File: src/rtl/rtc_pkg.sv
package rtc_pkg;
  typedef enum logic [1:0] {
    POL_EVERY   = 2'd0,
    POL_THIRD   = 2'd1,
    POL_REFCNT  = 2'd2,
    POL_SHARERS = 2'd3
  } policy_e;
endpackage

File: src/rtl/rtc_popcount.sv
module rtc_popcount #(
  parameter int W  = 16,
  parameter int CW = $clog2(W + 1)
) (
  input  logic [W-1:0]  bits_i,
  output logic [CW-1:0] count_o
);
  logic [CW-1:0] psum [W+1];
  assign psum[0] = '0;
  for (genvar g = 0; g < W; g++) begin : g_acc
    assign psum[g+1] = psum[g] + CW'(bits_i[g]);
  end
  assign count_o = psum[W];
endmodule

File: src/rtl/rtc_policy_gate.sv
module rtc_policy_gate
  import rtc_pkg::*;
#(
  parameter int NUM_CORES     = 16,
  parameter int REFCNT_W      = 8,
  parameter int REF_THRESH    = 48,
  parameter int SHARER_THRESH = 4
) (
  input  logic                 clk,
  input  logic                 rst_n,
  input  logic                 qual_i,
  input  policy_e              policy_i,
  input  logic [REFCNT_W-1:0]  refcnt_i,
  input  logic [NUM_CORES-1:0] pattern_i,
  output logic                 fire_o
);
  localparam int CNT_W = $clog2(NUM_CORES + 1);

  logic [CNT_W-1:0] sharers;
  logic [1:0]       third_q, third_n;
  logic             third_en;

  rtc_popcount #(.W(NUM_CORES), .CW(CNT_W)) u_pop (
    .bits_i  (pattern_i),
    .count_o (sharers)
  );

  assign third_en = qual_i && (policy_i == POL_THIRD);

  always_comb begin
    third_n = (third_q == 2'd2) ? 2'd0 : third_q + 2'd1;
  end

  always_ff @(posedge clk or negedge rst_n) begin
    if (!rst_n)        third_q <= 2'd0;
    else if (third_en) third_q <= third_n;
  end

  always_comb begin
    unique case (policy_i)
      POL_EVERY:   fire_o = qual_i;
      POL_THIRD:   fire_o = qual_i && (third_q == 2'd2);
      POL_REFCNT:  fire_o = qual_i && (refcnt_i >= REFCNT_W'(REF_THRESH));
      POL_SHARERS: fire_o = qual_i && (sharers > CNT_W'(SHARER_THRESH));
      default:     fire_o = 1'b0;
    endcase
  end

  // the third-eviction counter moves only on qualifying evictions
  assert_third_hold_R4: assert property (@(posedge clk) disable iff (!rst_n)
    !third_en |=> $stable(third_q));
endmodule

File: src/rtl/rtc_collector.sv
module rtc_collector #(
  parameter int NUM_CORES = 16,
  parameter int CORE_W    = $clog2(NUM_CORES)
) (
  input  logic                 clk,
  input  logic                 rst_n,
  input  logic                 start_i,
  input  logic [NUM_CORES-1:0] start_mask_i,
  input  logic                 rsp_valid_i,
  input  logic [CORE_W-1:0]    rsp_core_i,
  input  logic                 rsp_present_i,
  output logic                 busy_o,
  output logic                 req_valid_o,
  output logic [NUM_CORES-1:0] req_mask_o,
  output logic                 rebuilt_valid_o,
  output logic [NUM_CORES-1:0] rebuilt_pattern_o
);
  logic                 busy_q, busy_n;
  logic [NUM_CORES-1:0] pend_q, pend_n;
  logic [NUM_CORES-1:0] acc_q, acc_n;
  logic                 req_q, req_n;
  logic [NUM_CORES-1:0] mask_q;
  logic                 rb_q, rb_n;
  logic [NUM_CORES-1:0] rb_pat_q;
  logic [NUM_CORES-1:0] rsp_oh;
  logic                 hit, done, start_ok;

  assign rsp_oh   = NUM_CORES'(1) << rsp_core_i;
  assign hit      = busy_q && rsp_valid_i && (|(pend_q & rsp_oh));
  assign start_ok = start_i && !busy_q;

  always_comb begin
    pend_n = pend_q;
    acc_n  = acc_q;
    busy_n = busy_q;
    req_n  = 1'b0;
    done   = 1'b0;
    if (start_ok) begin
      pend_n = start_mask_i;
      acc_n  = '0;
      busy_n = 1'b1;
      req_n  = 1'b1;
    end else if (hit) begin
      pend_n = pend_q & ~rsp_oh;
      if (rsp_present_i) acc_n = acc_q | rsp_oh;
      if (pend_n == '0) begin
        done   = 1'b1;
        busy_n = 1'b0;
      end
    end
    rb_n = done;
  end

  always_ff @(posedge clk or negedge rst_n) begin
    if (!rst_n) begin
      busy_q <= 1'b0;
      pend_q <= '0;
      acc_q  <= '0;
      req_q  <= 1'b0;
      rb_q   <= 1'b0;
    end else begin
      busy_q <= busy_n;
      pend_q <= pend_n;
      acc_q  <= acc_n;
      req_q  <= req_n;
      rb_q   <= rb_n;
    end
  end

  always_ff @(posedge clk or negedge rst_n) begin
    if (!rst_n)        mask_q <= '0;
    else if (start_ok) mask_q <= start_mask_i;
  end

  always_ff @(posedge clk or negedge rst_n) begin
    if (!rst_n)    rb_pat_q <= '0;
    else if (done) rb_pat_q <= acc_n;
  end

  assign busy_o            = busy_q;
  assign req_valid_o       = req_q;
  assign req_mask_o        = mask_q;
  assign rebuilt_valid_o   = rb_q;
  assign rebuilt_pattern_o = rb_pat_q;

  // a request only leaves an idle controller
  assert_req_from_idle_R8: assert property (@(posedge clk) disable iff (!rst_n)
    req_q |-> !$past(busy_q));
  // rebuilt pattern never names a core outside the request
  assert_rebuilt_subset_R10: assert property (@(posedge clk) disable iff (!rst_n)
    rb_q |-> ((rb_pat_q & ~mask_q) == '0));
  // rebuilt pulse closes an outstanding recalculation
  assert_rebuilt_after_busy_R10: assert property (@(posedge clk) disable iff (!rst_n)
    rb_q |-> ($past(busy_q) && !busy_q));
  // without a response the outstanding state persists
  assert_wait_hold_R9: assert property (@(posedge clk) disable iff (!rst_n)
    (busy_q && !rsp_valid_i) |=> (busy_q && $stable(pend_q)));
endmodule

File: src/rtl/recalc_trigger_ctrl.sv
module recalc_trigger_ctrl
  import rtc_pkg::*;
#(
  parameter int NUM_CORES     = 16,
  parameter int CORE_W        = $clog2(NUM_CORES),
  parameter int REFCNT_W      = 8,
  parameter int REF_THRESH    = 48,
  parameter int SHARER_THRESH = 4
) (
  input  logic                 clk,
  input  logic                 rst_n,
  input  logic                 evict_valid,
  input  logic [CORE_W-1:0]    evict_core,
  input  logic [NUM_CORES-1:0] evict_pattern,
  input  logic                 evict_polluted,
  input  logic [REFCNT_W-1:0]  evict_refcnt,
  input  logic [1:0]           policy_sel,
  input  logic                 rsp_valid,
  input  logic [CORE_W-1:0]    rsp_core,
  input  logic                 rsp_present,
  output logic                 req_valid,
  output logic [NUM_CORES-1:0] req_mask,
  output logic                 rebuilt_valid,
  output logic [NUM_CORES-1:0] rebuilt_pattern,
  output logic                 busy
);
  logic                 qual, fire, start;
  logic [NUM_CORES-1:0] core_oh, target;

  assign core_oh = NUM_CORES'(1) << evict_core;
  assign target  = evict_pattern & ~core_oh;
  assign qual    = evict_valid && evict_polluted && !busy;
  assign start   = fire && (target != '0);

  rtc_policy_gate #(
    .NUM_CORES(NUM_CORES), .REFCNT_W(REFCNT_W),
    .REF_THRESH(REF_THRESH), .SHARER_THRESH(SHARER_THRESH)
  ) u_gate (
    .clk       (clk),
    .rst_n     (rst_n),
    .qual_i    (qual),
    .policy_i  (policy_e'(policy_sel)),
    .refcnt_i  (evict_refcnt),
    .pattern_i (evict_pattern),
    .fire_o    (fire)
  );

  rtc_collector #(.NUM_CORES(NUM_CORES), .CORE_W(CORE_W)) u_coll (
    .clk               (clk),
    .rst_n             (rst_n),
    .start_i           (start),
    .start_mask_i      (target),
    .rsp_valid_i       (rsp_valid),
    .rsp_core_i        (rsp_core),
    .rsp_present_i     (rsp_present),
    .busy_o            (busy),
    .req_valid_o       (req_valid),
    .req_mask_o        (req_mask),
    .rebuilt_valid_o   (rebuilt_valid),
    .rebuilt_pattern_o (rebuilt_pattern)
  );

  // an unpolluted update is never followed by a request
  assert_unpolluted_quiet_R2: assert property (@(posedge clk) disable iff (!rst_n)
    (evict_valid && !evict_polluted) |=> !req_valid);
  // request names only other sharers of the presented pattern
  assert_req_mask_R7: assert property (@(posedge clk) disable iff (!rst_n)
    req_valid |-> (((req_mask & ~$past(evict_pattern)) == '0)
                   && ((req_mask & $past(core_oh)) == '0)));
  // a request always addresses at least one core
  assert_req_nonempty_R7: assert property (@(posedge clk) disable iff (!rst_n)
    req_valid |-> (req_mask != '0));
endmodule

File: config.mk
export PLATFORM = sky130hd
export DESIGN_NAME = recalc_trigger_ctrl
export DESIGN_NICKNAME = d
export VERILOG_FILES = /design/src/rtl/rtc_pkg.sv /design/src/rtl/rtc_popcount.sv /design/src/rtl/rtc_policy_gate.sv /design/src/rtl/rtc_collector.sv /design/src/rtl/recalc_trigger_ctrl.sv
export SDC_FILE = /design/constraint.sdc
export NUM_CORES = 1
export LEC_CHECK = 0
export ABC_AREA = 1
export BUFFER_PORTS_ARGS = -buffer_cell sky130_fd_sc_hd__buf_2
export CAP_MARGIN = 20
export CELL_PAD_IN_SITES_DETAIL_PLACEMENT = 1
export CELL_PAD_IN_SITES_GLOBAL_PLACEMENT = 1
export CORE_UTILIZATION = 40
export DETAILED_ROUTE_END_ITERATION = 10
export GPL_TIMING_DRIVEN = 0
export HOLD_SLACK_MARGIN = 0.08
export PLACE_DENSITY_LB_ADDON = 0.25
export SKIP_LAST_GASP = 1
export SYNTH_ARGS = -nofsm -noshare
export SYNTH_HDL_FRONTEND = slang
export SYNTH_SLANG_ARGS = --single-unit
File: constraint.sdc
create_clock -name clk -period 2.11 [get_ports clk]
set_clock_uncertainty 0.1 [all_clocks]
set_input_delay 0.1055 -clock clk [delete_from_list [all_inputs] [get_ports clk]]
set_output_delay 0.1055 -clock clk [all_outputs]
set_load 0.02 [all_outputs]
Word level (Yosys, flattened, before mapping):

Index checks and enable logic that the tools add are counted.

* output and inout port bits: 35
* logic and storage cells: 70
* bits of input ports: 40
* bits in registers: 69

* multiplexer cells: 14
* add/sub/neg operators: 16
* bitwise logic cells: 6
* shifts and indexed selects: 2
* order comparisons: 2
* eq/ne operators: 4
* reductions and logical operators: 18

Operators with widths (number)
* 2-to-1 mux 16 bit: 5
* adder 5 x 1 -> 5 bit: 11
* AND 16 bit: 3
* NOT 16 bit: 2
* << shifter 1 x 4 -> 16 bit, first input constant: 2
* zero test 16 bit: 1
* bitwise OR 16 bit: 1
* nonzero test 16 bit: 1
* OR reduction 16 bit: 1
* logical AND 1 bit: 10
* greater-or-equal comparator 8 x 6 -> 1 bit, second input constant: 1
* 2-to-1 mux 1 bit: 7
* equality test 2 bit, second input constant: 3
* adder 4 x 1 -> 5 bit: 1
* greater-than comparator 5 x 3 -> 1 bit, second input constant: 1
* adder 3 x 1 -> 4 bit: 1
* one-hot mux 1 bit (4 select lines): 1
* nonzero test 2 bit: 2
* adder 2 x 1 -> 3 bit: 1
* adder 1 x 1 -> 2 bit: 1
* adder 2 x 1 -> 2 bit, second input constant: 1
* equality test 2 x 1 -> 1 bit, second input constant: 1
* zero test 2 bit: 1
* 2-to-1 mux 2 bit: 1
* 2 further kinds: 2

Depth between registers and ports, before layout:

Gate-level depths: netlist of run 1.

* depth after elaboration: 22
* depth in mapped cells: 19

By module:

A second synthesis of run 1 with hierarchy kept.

* cells, all modules: 564
* area total of the unflattened synthesis: 4156.5 um^2

By module, submodules not included
* rtc_collector: cells an instance 410, sequential area each 1676.6 um^2, instances 1, area an instance 3263.1 um^2
* rtc_popcount: cells an instance 56, sequential area each 0.0 um^2, instances 1, area an instance 429.2 um^2
* recalc_trigger_ctrl: cells an instance 75, sequential area each 0.0 um^2, instances 1, area an instance 321.6 um^2
* rtc_policy_gate: cells an instance 23, sequential area each 50.0 um^2, instances 1, area an instance 142.6 um^2

Worst setup path before layout of run 1:

No wires, ideal clock.

* path kind: input to register
* start: in evict_pattern[0]
* end: reg u_coll.pend_q[3]
* slack: -1.821 ns
* path buffers: 1
* cell stages on the path: 19
* data arrival time: 3.714 ns
* cell sequence: inv_1 > fa_1 > fa_1 > fa_1 > fa_1 > inv_1 > ha_1 > inv_1 > fa_1 > inv_1 > o21ai_0 > nand3_1 > a21oi_1 > nor2_1 > o21ai_2 > inv_2 > clkbuf_1 > nand2_1 > nand2_1

* cells in the longest elaborated chain, start to end: 21
* elaborated cells on any way between the ends: 24
* those cells by class: 15 x add/sub; 1 x order compare; 2 x mux; 1 x bitwise; 5 x reduce/logical

Ends and longest elaborated chain
* start, declared: RTL line recalc_trigger_ctrl.sv:14 `input logic [NUM_CORES-1:0] evict_pattern,`
* adder 1 x 1 -> 2 bit: RTL line rtc_popcount.sv:11 `assign psum[g+1] = psum[g] + CW'(bits_i[g]);`
* adder 2 x 1 -> 3 bit: RTL line rtc_popcount.sv:11
* adder 3 x 1 -> 4 bit: RTL line rtc_popcount.sv:11
* adder 4 x 1 -> 5 bit: RTL line rtc_popcount.sv:11
* adder 5 x 1 -> 5 bit (11 in series): RTL line rtc_popcount.sv:11
* greater-than comparator 5 x 3 -> 1 bit: RTL line rtc_policy_gate.sv:44 `POL_SHARERS: fire_o = qual_i && (sharers > CNT_W'(SHARER_THRESH));`
* logical AND 1 bit: RTL line rtc_policy_gate.sv:44
* one-hot mux 1 bit (4 select lines): RTL line rtc_policy_gate.sv:40 `unique case (policy_i)`
* logical AND 1 bit *: RTL line recalc_trigger_ctrl.sv:33 `assign start = fire && (target != '0);`
* logical AND 1 bit *: RTL line rtc_collector.sv:30 `assign start_ok = start_i && !busy_q;`
* 2-to-1 mux 16 bit / nonzero test 2 bit (equally long branches)
* end signal, assigned: RTL line rtc_collector.sv:63 `pend_q <= pend_n;`
* end, declared: RTL line rtc_collector.sv:19 `logic [NUM_CORES-1:0] pend_q, pend_n;`

Mark *: on every way between the ends. The rest lies on a longest branch, timed or not.
A chain may end at the register's enable or synchronous reset.

Final worst setup path of run 1:

* start: in evict_pattern[5]
* end: reg u_coll.mask_q[10], in the netlist u_coll.req_mask_o[10]

* cells in the longest elaborated chain, start to end: 16
* elaborated cells on any way between the ends: 18
* those cells by class: 11 x add/sub; 1 x order compare; 1 x mux; 1 x bitwise; 4 x reduce/logical

Ends and longest elaborated chain
* adder 5 x 1 -> 5 bit (11 in series): RTL line rtc_popcount.sv:11
* greater-than comparator 5 x 3 -> 1 bit: RTL line rtc_policy_gate.sv:44
* logical AND 1 bit: RTL line rtc_policy_gate.sv:44
* one-hot mux 1 bit (4 select lines): RTL line rtc_policy_gate.sv:40
* logical AND 1 bit *: RTL line recalc_trigger_ctrl.sv:33
* logical AND 1 bit *: RTL line rtc_collector.sv:30
* end signal, assigned: RTL line rtc_collector.sv:72 `else if (start_ok) mask_q <= start_mask_i;`
* end, declared: RTL line rtc_collector.sv:22 `logic [NUM_CORES-1:0] mask_q;`

Marks and branches as above.

==> qor_table.md, run 1 <==
| Parameter | Value | Unit |
|---|---|---|
| Hold path cells | 5 | - |
| Antenna violations before repair | 0 | - |
| IO Pins | 75 | - |
| Number of design rule violations left after detail routing | 0 | - |
| Register area share after synthesis | 41.8 | % |
| First drt pass iteration count | 4 | - |
| Final Cycle Share | 182 | % |
| Maximum Capacitance Violations | 0 | - |
| Clock latency at the later pin of the worst-skew pair | 0.35 | ns |
| CP Class | input port to register | - |
| Fraction of final layout cells with drive strength greater than 1 | 24.4 | % |
| Final hold viol count | 0 | - |
| Violations in the final reports | negative setup slack | - |
| Cell row count | 36 | - |
| Clock tree from TritonCTS | done | - |
| Synthesized instance count | 582 | - |
| Vias per inst | 4.80 | - |
| Total cell area at the placement stage | 4690 | sq um |
| Required arrival time at the worst endpoint | 2.25 | ns |
| Remaining Overflow, GRT | 0 | - |
| Number of cells traversed by the worst register-to-register path | 10 | - |
| Commonest non-fill, non-tap cells in the layout | 161 x nand2_1, 125 x inv_1, 69 x dfrtp_1, 67 x buf_2, 43 x nand3_1 | - |
| WP buf/inv | 7 | - |
| Clock net sink count | 69 | - |
| Mean Syn Cell Area | 7.10 | sq um |
| Family with the most delay on the worst path | adder cells | - |
| Largest fanout on the critical path | 6 | - |
| Kind of end point of the critical path | register | - |
| Total clock buffers created by CTS | 9 | - |
| Final sum of negative setup slack | -85.36 | ns |
| Library cell used as clock root buffer | clkbuf_8 | - |
| Fmax | 261 | MHz |
| LEAKAGE | 3.11 | nW |
| Global-route track usage on met3 | 4.03 | % |
| Post-route ant nets | 0 | - |
| Starting utilization of the core area | 41.7 | % |
| RSZ-0062 raised after global routing | yes | - |
| Routed WL | 12400 | um |
| Launch instance of the worst register-to-register path | u_coll.pend_q[10]$_DFFE_PN0P_ | - |
| Met1 usage in global routing | 29.0 | % |
| Critical Path Max Stage Delay | 0.55 | ns |
| Yosys warnings | 0 | - |
| Floorplan Core Area | 9910 | sq um |
| All-Layer GR Usage | 24.3 | % |
| Die width | 104 | um |
| Routing usage on met2 | 44.3 | % |
| Clock-pin slew on the worst setup and hold paths | 0.08 | ns |
| Cell area after synthesis | 4130 | sq um |
| Post-synthesis to final-layout area growth | 28.1 | % |
| Cell occurring most often along the worst timing path | fa_1 | - |
| Worst min-delay path endpoint | u_coll.pend_q[1]$_DFFE_PN0P_ | - |
| Crit path cell chain | buf_8 -> inv_4 -> fa_1 -> fa_1 -> fa_1 -> fa_1 -> inv_1 -> ha_2 -> inv_2 -> fa_1 -> inv_1 -> o21ai_2 -> nand3_2 -> a21oi_2 -> nor2_2 -> o21ai_4 -> inv_4 -> clkbuf_16 -> nand2_4 -> nand2_2 | - |
| Routed wire length per instance | 15.2 | um |
| Wire length of the first global-routing pass | 20900 | um |
| Startpoint class of the critical path | input port | - |
| Gpl congestion | 0.890 | - |
| Max-slew violation count | 0 | - |
| Iter 0 DRT Violations | 142 | - |
| Leading cell type in the layout, fill and taps excluded | nand2_1 | - |
| Arr. time, crit path | 3.98 | ns |
| Final count of negative-setup-slack endpoints | 51 | - |
| Relative max-transition margin | 40.7 | % |
| Worst supply voltage drop on vdd | 0.402 | mV |
| Filler cell count | 1296 | - |
| Final Critical Period | 3.83 | ns |
| PnR worst setup slack | -1.72 | ns |
| Slowest cell on the critical path | fa_1 | - |
| Synthesized flop and latch total | 69 | - |
| Deepest clock path buffer count | 2 | - |
| Via count of the routed design | 3900 | - |
| Die outline height | 104 | um |
| Hpwl dp | 9070 | um |
| Power density relative to cell area | 630 | nW/um^2 |
| Library cells used by synthesis | 27 | - |
| Number of nets in the finished design | 729 | - |
| Critical R2R Capture | u_coll.acc_q[5]$_DFF_PN0_ | - |
| Critical path startpoint | evict_pattern[5] | - |
| Worst min-delay path startpoint | evict_pattern[1] | - |
| Pin count of the biggest net entering global routing | 70 | - |
| Most used routing layer in global routing | met2 | - |
| Post-synth net total | 637 | - |
| Diodes inserted | 0 | - |
| Quantity of I/O buffers inserted on ports | 69 | - |
| Outcome | finished, violations left | - |
| H-tree levels | 3 | - |
| Worst hold-check slack | 0.102 | ns |
| Die Outline Area | 10700 | sq um |
| Slew at the pin closest to its max-slew limit | 0.889 | ns |
| Cell area after layout | 5300 | sq um |
| Register-to-register setup slack | 0.27 | ns |
| Pre-CTS worst setup slack | -2.31 | ns |
| Vias in the first global route | 4323 | - |
| Class of the tightest hold or removal check | input port to register | - |
| Pwr Total | 3.33 | mW |
[worst max path at each step]
stage	to	cells past startpoint	slack [ns]
floorplan	u_coll.pend_q[3]$_DFFE_PN0P_	19	-1.73
global placement	u_coll.req_mask_o[8]$_DFFE_PN0P_	20	-2.20
detailed placement	u_coll.req_mask_o[10]$_DFFE_PN0P_	20	-2.31
CTS	u_coll.pend_q[0]$_DFFE_PN0P_	20	-1.67
global route	u_coll.pend_q[2]$_DFFE_PN0P_	20	-1.87
finish	u_coll.req_mask_o[10]$_DFFE_PN0P_	20	-1.72
[logic make-up after synthesis]
kind of cell	count (synthesis)	share of synthesized area, %
AOI/OAI and AO/OA	40	5.05
buffers and inverters	154	14.8
and+or+nand+nor	303	31.8
xor gates and xnor gates	1	0.212
adders and majority gates	15	6.36
DFF	69	41.8
[registers in the layout, summed over array words and instances (netlist names)]
signal	flops
u_coll.acc_q	16
u_coll.busy_o	1
u_coll.pend_q	16
u_coll.rebuilt_pattern_o	16
u_coll.rebuilt_valid_o	1
u_coll.req_mask_o	16
u_coll.req_valid_o	1
u_gate.third_q	2
[layout make-up]
| class | count | area, sq um | share of cell area, % |
|---|---|---|---|
| plain buffers | 19 | 155 | 2.93 |
| clock buffers | 12 | 145 | 2.74 |
| clock inverters | 4 | 95.1 | 1.80 |
| inverters | 135 | 522 | 9.85 |
| multi-input cells | 359 | 1970 | 37.3 |
| flip-flops and latches | 69 | 1730 | 32.6 |
| well taps | 133 | 166 | 3.14 |
| repair buffers | 81 | 510 | 9.64 |
[power by group]
group | leakage (nW) | internal [mW] | switching (mW) | total, mW
logic | 2.21 | 0.294 | 0.397 | 0.690
clock network | 0.121 | 0.817 | 0.504 | 1.32
registers | 0.787 | 1.32 | 0 | 1.32
[synthesized netlist by cell type]
cell type	instances	area share (%)
nor2_1	36	3.3
nand2_4	1	0.27
nand3b_1	1	0.18
buf_1	1	0.091
ha_1	5	1.5
a21oi_1	18	2.2
nor2_4	4	1.1
nand3_1	44	5.3
o21ai_2	1	0.21
nand2_1	185	17
buf_2	8	0.97
xnor2_1	1	0.21
fa_1	10	4.8
clkbuf_2	1	0.12
buf_4	4	0.73
inv_2	4	0.36
nand4_1	28	4.2
dfrtp_1	69	42
inv_1	131	12
o21ai_0	19	2.3
or2_2	1	0.15
and3_1	1	0.15
clkbuf_1	4	0.36
nor2_2	1	0.15
a21o_1	2	0.36
buf_6	1	0.27
nor3b_1	1	0.18
[timing repair]
item                       CTS  global route
setup endpoints to repair   51            54
hold buffers                 4             0
hold endpoints to repair    74             0
pin swaps                   10             8
setup buffers                5             2
gates cloned                 2             0
resized for setup           48            25
[per-layer routing]
metal	wire, um	vias to the layer above
met5	0	-
met4	224	0
met3	363	16
met2	6440	83
met1	5340	1860
li1	-	1941
[worst min-delay path, stage by stage]
cell and delay [ns]:
buf_6 0.07, o21ai_0 0.11, inv_1 0.11, nand2_4 0.06, nand2_1 0.05
[through the flow]
step | cells | util, %
after global routing | 812 | 53.4
after global placement | 784 | 47.3
after CTS | 811 | 52.5
final | 812 | 53.4
after detailed placement | 784 | 47.3
after floorplan | 582 | -
Note: power is estimated with default switching activity, not from simulation.
==> inputs of run 2 (changes only) <==
==> constraint.sdc (replaced) <==
create_clock -name clk -period 2.11 [get_ports clk]
set_clock_uncertainty 0.1 [all_clocks]
set_input_delay 0.422 -clock clk [delete_from_list [all_inputs] [get_ports clk]]
set_output_delay 0.422 -clock clk [all_outputs]
set_load 0.02 [all_outputs]
==> run 2 against run 1 <==
Effect of this change:
- the flow still finishes with violations (negative setup slack)
- via count is essentially flat
- worst setup slack lost 0.31 ns
- critical path depth is the same
- final cell count shrank 0.25%
- critical path type unchanged
- global-route usage shrank 0.45 points
- clock power is essentially flat
- critical endpoint unchanged
- wire length shrank 1.6%
==> qor_table.md, run 2 (synthesis results as in run 1) <==
| Parameter | Value | Unit |
|---|---|---|
| Outcome | finished, violations left | - |
| Violations in the final reports | negative setup slack | - |
| Pin count of the biggest net entering global routing | 70 | - |
| Number of nets in the finished design | 727 | - |
| Filler cell count | 1295 | - |
| Slew at the pin closest to its max-slew limit | 0.884 | ns |
| Final Critical Period | 4.14 | ns |
| PnR worst setup slack | -2.03 | ns |
| LEAKAGE | 3.11 | nW |
| Total cell area at the placement stage | 4690 | sq um |
| Clock tree from TritonCTS | done | - |
| Fraction of final layout cells with drive strength greater than 1 | 25.7 | % |
| Gpl congestion | 0.890 | - |
| Largest fanout on the critical path | 6 | - |
| Cell row count | 36 | - |
| Critical R2R Capture | u_coll.acc_q[5]$_DFF_PN0_ | - |
| Final hold viol count | 0 | - |
| Final sum of negative setup slack | -100.93 | ns |
| Worst hold-check slack | 0.0873 | ns |
| Launch instance of the worst register-to-register path | u_coll.pend_q[10]$_DFFE_PN0P_ | - |
| Deepest clock path buffer count | 2 | - |
| Antenna violations before repair | 0 | - |
| Cell area after layout | 5300 | sq um |
| Clock-pin slew on the worst setup and hold paths | 0.07 | ns |
| Register-to-register setup slack | 0.27 | ns |
| Number of cells in the design after placement | 784 | - |
| Floorplan Core Area | 9910 | sq um |
| IO Pins | 75 | - |
| Routed WL | 12200 | um |
| Quantity of I/O buffers inserted on ports | 69 | - |
| Via count of the routed design | 3898 | - |
| Slowest cell on the critical path | fa_1 | - |
| H-tree levels | 3 | - |
| Final non-filler cell total | 810 | - |
| Hpwl dp | 9070 | um |
| Cell occurring most often along the worst timing path | fa_1 | - |
| Post-route ant nets | 0 | - |
| Final count of negative-setup-slack endpoints | 51 | - |
| Pre-CTS worst setup slack | -2.63 | ns |
| Post-synthesis to final-layout area growth | 28.2 | % |
| Fmax | 241 | MHz |
| Clock net sink count | 69 | - |
| Vias in the first global route | 4244 | - |
| Library cell used as clock root buffer | clkbuf_8 | - |
| Startpoint class of the critical path | input port | - |
| Number of design rule violations left after detail routing | 0 | - |
| Remaining Overflow, GRT | 0 | - |
| Leading cell type in the layout, fill and taps excluded | nand2_1 | - |
| Critical Path Max Stage Delay | 0.55 | ns |
| Commonest non-fill, non-tap cells in the layout | 161 x nand2_1, 124 x inv_1, 69 x dfrtp_1, 67 x buf_2, 39 x nand3_1 | - |
| Die width | 104 | um |
| All-Layer GR Usage | 23.9 | % |
| Die outline height | 104 | um |
| Worst supply voltage drop on vdd | 0.385 | mV |
| Die Outline Area | 10700 | sq um |
| Required arrival time at the worst endpoint | 2.26 | ns |
| First drt pass iteration count | 4 | - |
| Relative max-transition margin | 41.1 | % |
| Class of the tightest hold or removal check | input port to async pin | - |
| Arr. time, crit path | 4.29 | ns |
| Final Cycle Share | 196 | % |
| RSZ-0062 raised after global routing | yes | - |
| Vias per inst | 4.81 | - |
| Number of cells traversed by the worst register-to-register path | 10 | - |
| Core occupancy in the finished layout | 53.5 | % |
| Clock latency at the later pin of the worst-skew pair | 0.35 | ns |
| Kind of end point of the critical path | register | - |
| Total clock buffers created by CTS | 9 | - |
| Diodes inserted | 0 | - |
| Iter 0 DRT Violations | 149 | - |
| Crit path cell chain | buf_8 -> inv_4 -> fa_1 -> fa_1 -> fa_1 -> fa_1 -> inv_1 -> ha_2 -> inv_2 -> fa_1 -> inv_1 -> o21ai_2 -> nand3_2 -> a21oi_2 -> nor2_2 -> o21ai_4 -> inv_4 -> clkbuf_16 -> nand2_4 -> nand2_2 | - |
| Maximum Capacitance Violations | 0 | - |
| Wire length of the first global-routing pass | 20500 | um |
| Power density relative to cell area | 630 | nW/um^2 |
| CP Class | input port to register | - |
| Starting utilization of the core area | 41.7 | % |
| Pwr Total | 3.34 | mW |
| Routed wire length per instance | 15.0 | um |
| Max-slew violation count | 0 | - |
[run 2: per-layer routing]
metal	global-route usage (%)	part of all wire (%)
met3	3.96	3.1
met5	0	0
met1	28.7	43
met2	43.4	52
met4	7.55	1.8
[run 2: layout make-up]
cell class	instances	area (sq um)	share of cell area, %
clock inverter	4	95.1	1.79
sequential	69	1730	32.6
clock buffer	12	145	2.74
buffer	19	158	2.98
timing repair buffer	79	479	9.04
inverter	135	522	9.85
tap	133	166	3.14
multi-input combinational	359	2010	37.9
[run 2: worst max-delay path: cells and delay by family]
family,cells,cell delay [ns]
AND/OR/NAND/NOR,4,0.31
buffers and inverters,7,0.58
AO/OA/AOI/OAI,3,0.38
adder cells (fa/ha/maj),6,2.61
[run 2: power by group]
part / internal [mW] / switching [mW]
sequential: 1.32 / 0
clock: 0.817 / 0.511
combinational: 0.289 / 0.397
total: 2.43 / 0.908
[run 2: repair_timing]
action,4_1_cts,5_1_grt
setup buffers,7,2
resized for setup,49,32
cloned,2,0
setup endpoints to repair,61,67
hold buffers,0,0
pin swaps,11,7
[run 2: how the worst max path moves through the flow]
stage / slack [ns] / from / end / cells after the start
final: -2.03 / evict_pattern[5] / u_coll.req_mask_o[10]$_DFFE_PN0P_ / 20
after global routing: -2.18 / evict_pattern[5] / u_coll.pend_q[2]$_DFFE_PN0P_ / 20
after CTS: -1.98 / evict_pattern[3] / u_coll.pend_q[0]$_DFFE_PN0P_ / 20
after detailed placement: -2.63 / evict_pattern[15] / u_coll.req_mask_o[10]$_DFFE_PN0P_ / 20
after global placement: -2.52 / evict_pattern[15] / u_coll.req_mask_o[8]$_DFFE_PN0P_ / 20
after floorplan: -2.04 / evict_pattern[15] / u_coll.pend_q[0]$_DFFE_PN0P_ / 19
==> inputs of run 3 (changes only) <==
- clock period: 2.11 -> 4.2 ns (I/O delays scaled with it)
==> run 3 against run 2 <==
Effect of this change:
- the run still ends with negative setup slack left
- count of clock-buffer cells in the layout shrank 2
- sequential share of layout area shrank 0.38 points
- hold slack gained 0.30 ns
- wire length grew 1.4%
- register-to-register slack gained 2.0 ns
- combinational power shrank 49%
- total power shrank 53%
- die area is the same
==> qor_table.md, run 3 (synthesis results as in run 1) <==
| Parameter | Value | Unit |
|---|---|---|
| Power density relative to cell area | 293 | nW/um^2 |
| Launch instance of the worst register-to-register path | u_coll.pend_q[12]$_DFFE_PN0P_ | - |
| Crit path cell chain | buf_8 -> inv_4 -> fa_1 -> fa_1 -> fa_1 -> fa_1 -> inv_1 -> ha_2 -> inv_2 -> fa_2 -> inv_2 -> o21ai_2 -> nand3_2 -> a21oi_2 -> nor2_2 -> o21ai_4 -> clkinv_4 -> clkbuf_16 -> nand2_4 -> nand2_1 | - |
| Slowest cell on the critical path | fa_1 | - |
| Hpwl dp | 9310 | um |
| All-Layer GR Usage | 25.0 | % |
| Clock tree from TritonCTS | done | - |
| Switching power as a share of total power | 30.2 | % |
| First drt pass iteration count | 4 | - |
| Slew at the pin closest to its max-slew limit | 0.874 | ns |
| Outcome | finished, violations left | - |
| Number of nets in the finished design | 726 | - |
| Clock net sink count | 69 | - |
| Worst supply voltage drop on vdd | 0.249 | mV |
| Critical Path Max Stage Delay | 0.56 | ns |
| Cell-internal power | 1.10 | mW |
| Vias in the first global route | 4293 | - |
| Cell area after layout | 5360 | sq um |
| IO Pins | 75 | - |
| Required arrival time at the worst endpoint | 4.36 | ns |
| Vias per inst | 4.87 | - |
| Number of design rule violations left after detail routing | 0 | - |
| LEAKAGE | 3.05 | nW |
| Diodes inserted | 0 | - |
| Total cell area at the placement stage | 4690 | sq um |
| Quantity of I/O buffers inserted on ports | 69 | - |
| Final Critical Period | 4.64 | ns |
| Library cell used as clock root buffer | clkbuf_8 | - |
| Floorplan Core Area | 9910 | sq um |
| Deepest clock path buffer count | 2 | - |
| Die outline height | 104 | um |
| PnR worst setup slack | -0.439 | ns |
| Class of the tightest hold or removal check | register to register | - |
| Pwr Total | 1.57 | mW |
| Fmax | 216 | MHz |
| Worst min-delay path startpoint | u_coll.req_mask_o[12]$_DFFE_PN0P_ | - |
| Clock latency at the later pin of the worst-skew pair | 0.36 | ns |
| Maximum Capacitance Violations | 0 | - |
| Critical path startpoint | evict_pattern[9] | - |
| Final sum of negative setup slack | -19.87 | ns |
| Wire length of the first global-routing pass | 21400 | um |
| Pin count of the biggest net entering global routing | 70 | - |
| Kind of end point of the critical path | register | - |
| Post-route ant nets | 0 | - |
| Final count of negative-setup-slack endpoints | 51 | - |
| Clock-pin slew on the worst setup and hold paths | 0.08 | ns |
| Part of the total power dissipated in the clock network | 35.5 | % |
| Via count of the routed design | 3938 | - |
| Routed wire length per instance | 15.3 | um |
| Total clock buffers created by CTS | 9 | - |
| CP Class | input port to register | - |
| Violations in the final reports | negative setup slack | - |
| Routed WL | 12300 | um |
| Commonest non-fill, non-tap cells in the layout | 142 x nand2_1, 123 x inv_1, 69 x dfrtp_1, 68 x buf_2, 43 x nand3_1 | - |
| H-tree levels | 3 | - |
| Fraction of final layout cells with drive strength greater than 1 | 27.1 | % |
| Cell occurring most often along the worst timing path | fa_1 | - |
| Core occupancy in the finished layout | 54.1 | % |
| Final Cycle Share | 110 | % |
| Largest fanout on the critical path | 7 | - |
| RSZ-0062 raised after global routing | yes | - |
| Relative max-transition margin | 41.7 | % |
| Arr. time, crit path | 4.80 | ns |
| Iter 0 DRT Violations | 132 | - |
| Share of power burned in registers | 42.3 | % |
| Antenna violations before repair | 0 | - |
| Proportion of power drawn by combinational gates | 22.2 | % |
| Die Outline Area | 10700 | sq um |
| Remaining Overflow, GRT | 0 | - |
| Max-slew violation count | 0 | - |
| Startpoint class of the critical path | input port | - |
| Gpl congestion | 0.882 | - |
| Pre-CTS worst setup slack | -0.975 | ns |
| Post-synthesis to final-layout area growth | 29.7 | % |
| Die width | 104 | um |
| Cell row count | 36 | - |
| Starting utilization of the core area | 41.7 | % |
| Net switching power | 0.474 | mW |
| Final hold viol count | 0 | - |
| Leading cell type in the layout, fill and taps excluded | nand2_1 | - |
[run 3: cell types whose count changed in the layout (fill, tap and decap cells not counted), moves of 2 or more]
cell	previous run	this run
clkinvlp_4	0	3
nand2_1	161	142
clkbuf_16	1	3
nand2_8	0	7
nor2_4	6	4
nand2_2	15	27
a21oi_1	8	14
clkbuf_1	3	1
bufinv_16	3	1
nand3_1	39	43
a21oi_2	9	3
nand3_2	5	1
[run 3: power groups by stage]
stage	logic (mW)	registers [mW]	clock network [mW]
5_1_grt	0.392	0.664	0.596
6_report	0.348	0.664	0.557
3_5_place_dp	0.290	0.677	0
3_3_place_gp	0.261	0.677	0
2_1_floorplan	0.191	0.677	0
4_1_cts	0.310	0.664	0.569
[run 3: worst max-delay path: cells and delay by family]
| kind | cells | cell delay (ns) |
|---|---|---|
| AND/OR/NAND/NOR | 4 | 0.30 |
| buffers and inverters | 7 | 0.64 |
| adder cells (fa/ha/maj) | 6 | 2.67 |
| AO/OA/AOI/OAI | 3 | 0.34 |
[run 3: routing by layer]
metal / vias up / part of all wire, % / GRT usage (%) / routed length (um)
li1: 1939 / - / - / -
met1: 1896 / 43 / 30.4 / 5350
met2: 76 / 52 / 44.5 / 6380
met3: 27 / 2.5 / 3.90 / 304
met4: 0 / 2.5 / 9.29 / 306
met5: - / 0 / 0 / 0
[run 3: timing repair]
item,4_1_cts,5_1_grt
gates resized for setup,59,44
pin swaps,16,14
buffers inserted,4,4
hold buffers,0,0
cloned,2,0
setup endpoints to repair,51,51
[run 3: cell type report]
| cell class | count | area, sq um |
|---|---|---|
| tap | 133 | 166 |
| inverter | 135 | 527 |
| timing repair buffer | 79 | 493 |
| clock inverter | 6 | 62.6 |
| clock buffer | 10 | 138 |
| sequential | 69 | 1730 |
| buffer | 18 | 158 |
| multi-input combinational | 359 | 2090 |
| fill | 1251 | 4550 |
[run 3: path summary, 6_finish.rpt]
kind                                                            end  slack, ns  depth (start not counted)
min reg2reg                       u_coll.req_mask_o[12]$_DFFE_PN0P_       0.38                          2
min                               u_coll.req_mask_o[12]$_DFFE_PN0P_       0.38                          2
max in group asynchronous                 u_coll.acc_q[3]$_DFF_PN0_       2.94                          1
min in group asynchronous  u_coll.rebuilt_pattern_o[12]$_DFFE_PN0P_       0.51                          1
max                                u_coll.req_mask_o[2]$_DFFE_PN0P_      -0.44                         20
max reg2reg                               u_coll.acc_q[1]$_DFF_PN0_       2.30                          9
[run 3: per-stage QoR]
stage | hold WS, ns | std cells
finish | 0.384 | 809
global route | 0.420 | 809
CTS | 0.390 | 806
detailed placement | 0.369 | 784
global placement | 0.358 | 784
floorplan | 0.392 | 582
